===== src/rtl/sg_pkg.sv =====
package sg_pkg;
  typedef struct packed {
    logic moveBusy;   // a move command is outstanding
    logic commitMove; // mover accepted the command this cycle
  } sgStrobe_t;
endpackage


===== src/rtl/sg_datapath.sv =====
module sg_datapath
  import sg_pkg::*;
#(
  parameter int N = 16,
  parameter int LA_W = $clog2(N),
  parameter int PA_W = $clog2(N + 1)
) (
  input  logic            clk,
  input  logic            rst,
  input  sgStrobe_t       strobe,
  input  logic [LA_W-1:0] reqAddr,
  output logic [PA_W-1:0] physAddr,
  output logic [PA_W-1:0] mvSrc,
  output logic [PA_W-1:0] mvDst
);
  localparam int EW = PA_W + 1;
  localparam logic [EW-1:0]   NEXT  = EW'(N);
  localparam logic [PA_W-1:0] NTOP  = PA_W'(N);
  localparam logic [LA_W-1:0] SLAST = LA_W'(N - 1);

  logic [LA_W-1:0] startReg;
  logic [PA_W-1:0] gapReg;
  logic [EW-1:0]   rawSum, modSum, shifted;

  always_comb begin
    rawSum  = EW'(reqAddr) + EW'(startReg);
    modSum  = (rawSum >= NEXT) ? rawSum - NEXT : rawSum;
    shifted = (modSum >= EW'(gapReg)) ? modSum + EW'(1) : modSum;
    physAddr = shifted[PA_W-1:0];
  end

  always_comb begin
    if (gapReg == '0) begin
      mvSrc = NTOP;
      mvDst = '0;
    end else begin
      mvSrc = gapReg - PA_W'(1);
      mvDst = gapReg;
    end
  end

  always_ff @(posedge clk) begin
    if (rst) begin
      startReg <= '0;
      gapReg   <= NTOP;
    end else if (strobe.commitMove) begin
      if (gapReg == '0) begin
        gapReg   <= NTOP;
        startReg <= (startReg == SLAST) ? '0 : startReg + LA_W'(1);
      end else begin
        gapReg <= gapReg - PA_W'(1);
      end
    end
  end


  phys_not_gap_chk: assert property (@(posedge clk) disable iff (rst)
    physAddr != gapReg);

  gap_step_chk: assert property (@(posedge clk) disable iff (rst)
    (strobe.commitMove && gapReg != '0) |=> gapReg == $past(gapReg) - PA_W'(1));

  gap_wrap_chk: assert property (@(posedge clk) disable iff (rst)
    (strobe.commitMove && gapReg == '0) |=>
      (gapReg == NTOP && startReg == (($past(startReg) == SLAST) ? '0 : $past(startReg) + LA_W'(1))));

  state_hold_chk: assert property (@(posedge clk) disable iff (rst)
    !strobe.commitMove |=> ($stable(gapReg) && $stable(startReg)));
endmodule


===== src/rtl/sg_ctrl.sv =====
module sg_ctrl
  import sg_pkg::*;
#(
  parameter int CNT_W = 8,
  parameter int INTERVAL_RST = 100
) (
  input  logic             clk,
  input  logic             rst,
  input  logic             reqValid,
  input  logic             reqWrite,
  output logic             reqReady,
  input  logic             cfgWe,
  input  logic [CNT_W-1:0] cfgInterval,
  output logic             mvValid,
  input  logic             mvReady,
  output sgStrobe_t        strobe
);
  typedef enum logic {ST_IDLE, ST_MOVE} ctrlState_t;

  ctrlState_t      state;
  logic [CNT_W-1:0] writeCnt, intervalReg;
  logic [CNT_W:0]   cntNext;
  logic             wrAccept, trigger;

  assign reqReady = (state == ST_IDLE);
  assign mvValid  = (state == ST_MOVE);
  assign wrAccept = reqValid && reqReady && reqWrite;
  assign cntNext  = {1'b0, writeCnt} + (CNT_W + 1)'(1);
  assign trigger  = wrAccept && (cntNext >= {1'b0, intervalReg});

  always_comb begin
    strobe.moveBusy   = (state == ST_MOVE);
    strobe.commitMove = (state == ST_MOVE) && mvReady;
  end

  always_ff @(posedge clk) begin
    if (rst) begin
      intervalReg <= CNT_W'(INTERVAL_RST);
    end else if (cfgWe) begin
      intervalReg <= cfgInterval;
    end
  end

  always_ff @(posedge clk) begin
    if (rst) begin
      state    <= ST_IDLE;
      writeCnt <= '0;
    end else begin
      case (state)
        ST_IDLE: begin
          if (trigger) begin
            state    <= ST_MOVE;
            writeCnt <= '0;
          end else if (wrAccept) begin
            writeCnt <= cntNext[CNT_W-1:0];
          end
        end
        default: begin
          if (mvReady) state <= ST_IDLE;
        end
      endcase
    end
  end


  stall_chk: assert property (@(posedge clk) disable iff (rst)
    mvValid |-> !reqReady);

  move_hold_chk: assert property (@(posedge clk) disable iff (rst)
    (mvValid && !mvReady) |=> mvValid);

  move_cause_chk: assert property (@(posedge clk) disable iff (rst)
    $rose(mvValid) |-> $past(reqValid && reqWrite));
endmodule


===== src/rtl/start_gap_remap.sv =====
module start_gap_remap
  import sg_pkg::*;
#(
  parameter int N = 16,
  parameter int CNT_W = 8,
  parameter int INTERVAL_RST = 100,
  localparam int LA_W = $clog2(N),
  localparam int PA_W = $clog2(N + 1)
) (
  input  logic             clk,
  input  logic             rst,
  input  logic             reqValid,
  output logic             reqReady,
  input  logic             reqWrite,
  input  logic [LA_W-1:0]  reqAddr,
  output logic [PA_W-1:0]  physAddr,
  input  logic             cfgWe,
  input  logic [CNT_W-1:0] cfgInterval,
  output logic             mvValid,
  input  logic             mvReady,
  output logic [PA_W-1:0]  mvSrc,
  output logic [PA_W-1:0]  mvDst
);
  sgStrobe_t strobe;

  sg_ctrl #(.CNT_W(CNT_W), .INTERVAL_RST(INTERVAL_RST)) u_ctrl (
    .clk(clk), .rst(rst), .reqValid(reqValid), .reqWrite(reqWrite),
    .reqReady(reqReady), .cfgWe(cfgWe), .cfgInterval(cfgInterval),
    .mvValid(mvValid), .mvReady(mvReady), .strobe(strobe)
  );

  sg_datapath #(.N(N), .LA_W(LA_W), .PA_W(PA_W)) u_dp (
    .clk(clk), .rst(rst), .strobe(strobe), .reqAddr(reqAddr),
    .physAddr(physAddr), .mvSrc(mvSrc), .mvDst(mvDst)
  );


  cmd_stable_chk: assert property (@(posedge clk) disable iff (rst)
    (mvValid && !mvReady) |=> ($stable(mvSrc) && $stable(mvDst)));
endmodule


===== config.mk =====
export PLATFORM = sky130hd
export DESIGN_NAME = start_gap_remap
export DESIGN_NICKNAME = d
export VERILOG_FILES = /design/src/rtl/sg_pkg.sv /design/src/rtl/sg_datapath.sv /design/src/rtl/sg_ctrl.sv /design/src/rtl/start_gap_remap.sv
export SDC_FILE = /design/constraint.sdc
export NUM_CORES = 1
export LEC_CHECK = 0
export BUFFER_PORTS_ARGS = -buffer_cell sky130_fd_sc_hd__buf_4
export CAP_MARGIN = 30
export CORE_MARGIN = 2
export CORE_UTILIZATION = 40
export DETAILED_ROUTE_END_ITERATION = 7
export GPL_TIMING_DRIVEN = 0
export PLACE_DENSITY = 0.71
export SETUP_SLACK_MARGIN = 0.4
export SKIP_CTS_REPAIR_TIMING = 1
export SYNTH_ARGS = -nofsm -noshare
export SYNTH_HDL_FRONTEND = slang
export SYNTH_SLANG_ARGS = --single-unit

===== constraint.sdc =====
create_clock -name clk -period 9.3 [get_ports clk]
set_input_delay 1.86 -clock clk [delete_from_list [all_inputs] [get_ports clk]]
set_output_delay 1.86 -clock clk [all_outputs]
set_load 0.005 [all_outputs]

## Word-level counts from Yosys, hierarchy flattened

Index checks and enable logic that the tools add are counted.

| cells by class | value |
|---|---|
| equal/unequal tests | 1 |
| bitwise operators | 1 |
| reductions and logical operators | 8 |
| magnitude comparators | 3 |
| multiplexer cells | 10 |
| $add $sub $neg | 6 |

Operators by type and width:

| kind | number |
|---|---|
| two-way mux 8 bit | 2 |
| two-way mux 5 bit | 3 |
| adder 8 x 1 -> 9 bit, second input constant | 1 |
| greater-or-equal comparator 9 x 8 -> 1 bit | 1 |
| greater-or-equal comparator 6 x 5 -> 1 bit | 1 |
| greater-or-equal comparator 6 x 5 -> 1 bit, second input constant | 1 |
| two-way mux 6 bit | 1 |
| subtractor 6 x 5 -> 6 bit, second input constant | 1 |
| adder 4 x 4 -> 5 bit | 1 |
| adder 5 x 1 -> 5 bit, second input constant | 1 |
| zero test 5 bit | 1 |
| subtractor 5 x 1 -> 5 bit, second input constant | 1 |
| adder 4 x 1 -> 4 bit, second input constant | 1 |
| == test 4 bit, second input constant | 1 |
| logical AND 1 bit | 4 |
| two-way mux 4 bit | 1 |
| AND reduction 2 bit | 2 |
| two-way mux 1 bit | 3 |
| nonzero test 2 bit | 1 |
| NOT 1 bit | 1 |

| storage, ports and cells | value |
|---|---|
| output and inout port bits | 17 |
| word-level logic and storage cells | 34 |
| register bits | 26 |
| input bits | 18 |

## Depth between registers and ports, before layout

| depth | value |
|---|---|
| word-level depth | 6 |
| depth in mapped cells | 10 |
| depth with buffers taken out | 10 |

## Hierarchy

Synthesis repeated with hierarchy kept, for this count alone.

| second synthesis, totals | value |
|---|---|
| cell total of the unflattened synthesis | 218 |
| area, all modules | 1785.5 um^2 |

Modules (own cells, without submodules):

| module | cells each | area each (um^2) | instances | seq. area each (um^2) |
|---|---|---|---|---|
| sg_ctrl | 120 | 1017.2 | 1 | 340.3 |
| sg_datapath | 98 | 768.2 | 1 | 180.2 |

## Worst setup path after synthesis

No wires, ideal clock.

| timing | value |
|---|---|
| path type | input -> output |
| start point | in reqAddr[0] |
| end point | out physAddr[1] |
| path buffers | 0 |
| required time | 7.440 ns |
| stages on the path | 9 |
| arrival | 3.722 ns |
| slack | 3.718 ns |
| cells stage by stage | ha_1 -> inv_1 -> fa_1 -> inv_1 -> ha_1 -> a21oi_1 -> o21ai_0 -> nor2b_1 -> mux2_2 |

| on the way | value |
|---|---|
| word-level cells in the longest chain between the ends | 5 |
| elaborated cells on any way between the ends | 7 |
| those cells by class | 3 x add/sub; 2 x order compare; 2 x mux |

Ends and longest elaborated chain:

| element | line | text |
|---|---|---|
| from (decl) | start_gap_remap.sv:15 | `input logic [LA_W-1:0] reqAddr,` |
| adder 4 x 4 -> 5 bit * | sg_datapath.sv:26 | `rawSum = EW'(reqAddr) + EW'(startReg);` |
| subtractor 6 x 5 -> 6 bit / greater-or-equal comparator 6 x 5 -> 1 bit (equally long branches) | sg_datapath.sv:27 | `modSum = (rawSum >= NEXT) ? rawSum - NEXT : rawSum;` |
| two-way mux 6 bit * | sg_datapath.sv:27 |  |
| adder 5 x 1 -> 5 bit / greater-or-equal comparator 6 x 5 -> 1 bit (equally long branches) | sg_datapath.sv:28 | `shifted = (modSum >= EW'(gapReg)) ? modSum + EW'(1) : modSum;` |
| two-way mux 5 bit * | sg_datapath.sv:28 |  |
| to (decl) | start_gap_remap.sv:16 | `output logic [PA_W-1:0] physAddr,` |

Mark *: on every way between the ends. The rest lies on a longest branch, timed or not.

## Final worst setup path

| timing | value |
|---|---|
| start point | in reqAddr[1] |
| end point | out physAddr[1] |

Same word-level chain as after synthesis.

==> metrics.log <==
[metrics] result of the run: finished clean
[metrics] number of placement rows: 24
[metrics] via count of the first global-routing pass: 1414
[metrics] final setup slack of the worst path: 3270 ps
[metrics] cell types occupying the most area after synthesis: sky130_fd_sc_hd__dfxtp_1, sky130_fd_sc_hd__ha_1, sky130_fd_sc_hd__xnor2_1
[metrics] layer with the highest usage: met2
[metrics] worst setup skew after layout: 8.22 ps
[metrics] unrepaired setup endpoints after global routing: no
[metrics] shortest clock period the worst path allows after layout: 6030 ps
[metrics] Final Hold Viols: 0
[metrics] Overall Global Routing Usage: 14.9%
[metrics] layout overhead on the synthesized area: 21.8%
[metrics] antenna diode count: 0
[metrics] clock root cell: sky130_fd_sc_hd__clkbuf_8
[metrics] layout cells sized above 1: 20.4%
[metrics] average wire per standard cell: 11.7 microns
[metrics] largest net degree at the start of global routing: 16
[metrics] netlist area before placement: 1800 sq um
[metrics] overall via count from detail_route: 1552
[metrics] half-perimeter wire length after detailed placement: 2830 microns
[metrics] number of endpoints failing setup at the final stage: 0
[metrics] met3 GRT Util: 2.85%
[metrics] number of synthesized register bits: 26
[metrics] post-route ant nets: 0
[metrics] average via count per standard cell: 5.14
[metrics] overflow left after global routing: 0
[metrics] number of ports placed on the die boundary: 35
[metrics] CTS clk-pin slew, worst paths: 90 ps
[metrics] worst setup path category: primary input to output pin
[metrics] global placer's final weighted congestion: 0.799
[metrics] total die area: 5040 sq um
[metrics] static leakage: 0.998 nW
[metrics] accumulated negative setup slack: 0 ps
[metrics] global-route wire length before repair: 6240 microns
[metrics] placeable core region: 4350 sq um
[metrics] cell type with the highest aggregate area in the netlist: sky130_fd_sc_hd__dfxtp_1
[metrics] Mapped Avg Cell Area: 8.48 sq um
[metrics] max-cap check violation count: 0
[metrics] register area share after synthesis: 29.0%
[metrics] count of buffers from port buffering: 34
[metrics] initial antenna violation count: 0
[metrics] share of the clock period used by the worst path: 64.9%
[metrics] CP Capture Type: output pin
[metrics] clock buffer count from CTS: 3
[metrics] CP Max Fanout: 3
[metrics] count of fill cells added during filler insertion: 445
[metrics] Final Total Pwr: 0.237 mW
[metrics] instance count of the mapped netlist: 212
[metrics] layout net count: 290
[metrics] worst-case clock buffer depth: 2
[metrics] post-route DRC violation count: 0
[metrics] number of DRC violations after detailed-routing iteration 0: 84
[metrics] kind of start point of the critical path: primary input
[metrics] die span in y: 71.0 microns
[metrics] clock latency reported for the late side of the worst-skew pair: 270 ps
[metrics] highest ir drop seen on vdd: 0.0000773 V
[metrics] number of unique standard cell types used by synthesis: 45
[metrics] fraction of post-synthesis cell area in the top cell type by area: 29.0%
[metrics] pin slew with the least headroom to its limit: 778 ps
[metrics] Tightest Hold Check Type: flop to flop
[metrics] CTS tree: built
[metrics] power density relative to cell area: 108 nW/um^2
[metrics] final wirelength: 3550 microns
[metrics] CTS sink count: 26
[metrics] final max-slew violation count: 0
[metrics] initial cell density of the core: 41.3%
[metrics] met2 usage in global routing: 23.6%
[metrics] hold depth: 2
[metrics] syn nets: 251
[metrics] depth of the worst register-to-register path: 10
[metrics] Crit path arrival time: 4170 ps
[metrics] max-slew headroom at the worst pin: 48.1%
[metrics] Clock H-tree levels: 1
[metrics] length of the first detailed-routing pass in iterations: 4
[metrics] global routing met1 resource utilization: 21.1%
[metrics] Max Freq: 166 MHz
[metrics] total of warnings raised by yosys: 0
[metrics] Die Width: 71.0 microns
[metrics] Setup Slack @ Placement: 3280 ps
[metrics] Data required, critical path: 7440 ps
[power breakdown]
part           switching [mW]  internal, mW  total, mW  leakage (nW)
registers             0.00157         0.114      0.116         0.211
logic                  0.0135        0.0140     0.0275         0.750
clock network          0.0361        0.0576     0.0937        0.0357
total                  0.0512         0.186      0.237         0.998
[registers in the layout, indices dropped and copies added, names as in the netlist]
signal	count
u_ctrl.mvValid	1
u_ctrl.intervalReg	8
u_dp.startReg	4
u_dp.gapReg	5
u_ctrl.writeCnt	8
[cell usage after synthesis, drive strengths merged]
master and count:
inv 18, a221oi 1, a211o 2, ha 20
or3 3, nor4 2, a21oi 15, and3b 1
a21o 3, nor2b 1, o41ai 3, o211ai 3
nor3 5, a41oi 1, nor4b 1, o21bai 1
or4 1, a311oi 1, or4b 2, fa 1
nand2b 3, dfxtp 26, a22o 3, xnor2 12
nand4 2, o21ai 2, and4 2, a31oi 1
nor2 19, nand2 18, buf 3, xor2 3
and3 3, nand3 11, mux2i 7, clkbuf 9
o31a 1, and2b 1, mux2 1
[per-layer routing]
layer  vias to the layer above  wire length, microns  share of wire [%]
li1                        818                     -                  -
met1                       705                  1740                 49
met2                        27                  1680                 47
met3                         2                   116                3.3
met4                         0                    14               0.39
met5                         -                     0                  0
[kinds of logic after synthesis]
group	count (synthesis)	synth area share, %
compound gates	37	14.6
xor+xnor	15	7.31
fa+ha+maj	21	15.0
buf+inv	30	6.41
flops	26	29.0
mux	8	4.53
simple gates	75	23.1
[placed cells by master (no fill, tap or decap), types with 2 or more instances in the layout]
master / n
sky130_fd_sc_hd__nand2b_1: 3
sky130_fd_sc_hd__xnor2_1: 12
sky130_fd_sc_hd__nand3_1: 11
sky130_fd_sc_hd__buf_2: 2
sky130_fd_sc_hd__and3_1: 2
sky130_fd_sc_hd__mux2i_1: 7
sky130_fd_sc_hd__dfxtp_1: 26
sky130_fd_sc_hd__a21oi_1: 14
sky130_fd_sc_hd__clkbuf_8: 3
sky130_fd_sc_hd__xor2_1: 3
sky130_fd_sc_hd__a22o_1: 3
sky130_fd_sc_hd__a211o_1: 2
sky130_fd_sc_hd__inv_1: 18
sky130_fd_sc_hd__or4b_1: 2
sky130_fd_sc_hd__or3_1: 3
sky130_fd_sc_hd__nor4_2: 2
sky130_fd_sc_hd__a21o_1: 3
sky130_fd_sc_hd__o41ai_1: 3
sky130_fd_sc_hd__buf_4: 34
sky130_fd_sc_hd__nor2_1: 19
sky130_fd_sc_hd__ha_1: 20
sky130_fd_sc_hd__nand2_1: 18
sky130_fd_sc_hd__clkbuf_1: 9
sky130_fd_sc_hd__o211ai_1: 3
sky130_fd_sc_hd__nor3_1: 5
[metrics by stage]
step           hold slack, ps  instances  utilization, %  cell area [sq um]
2_1_floorplan             460        212               -               1800
6_report                  494        302            50.3               2190
5_1_grt                   532        302            50.3               2190
3_5_place_dp              483        298            48.6               2120
4_1_cts                   496        302            50.3               2190
3_3_place_gp              476        298            48.6               2120
[worst paths after layout]
check                                        start            endpoint  slack, ps
worst max-delay path                    reqAddr[1]         physAddr[1]       3270
worst min-delay path            u_ctrl.writeCnt[1]  u_ctrl.writeCnt[1]        490
worst max register to register  u_ctrl.writeCnt[0]  u_ctrl.writeCnt[3]       6380
worst min register to register  u_ctrl.writeCnt[1]  u_ctrl.writeCnt[1]        490
[layout make-up]
class                           instances  area [sq um]  share of cell area [%]
Tap cell                               52          65.1                    2.97
Clock buffer                            3          41.3                    1.89
Buffer                                 12          47.5                    2.17
Inverter                               18          67.6                    3.09
Timing Repair Buffer                   34           255                    11.7
Clock inverter                          1          30.0                    1.37
Sequential cell                        26           520                    23.8
Multi-Input combinational cell        156          1160                    53.1
[worst max-delay path: stages]
cell	delay, ps
sky130_fd_sc_hd__buf_4	110
sky130_fd_sc_hd__ha_1	280
sky130_fd_sc_hd__a21o_1	180
sky130_fd_sc_hd__a21oi_1	170
sky130_fd_sc_hd__xnor2_1	140
sky130_fd_sc_hd__ha_1	320
sky130_fd_sc_hd__nand2_1	50
sky130_fd_sc_hd__o21ai_0	270
sky130_fd_sc_hd__nor2b_1	290
sky130_fd_sc_hd__mux2_2	370
sky130_fd_sc_hd__buf_4	130
Note: power is estimated with default switching activity, not from simulation.
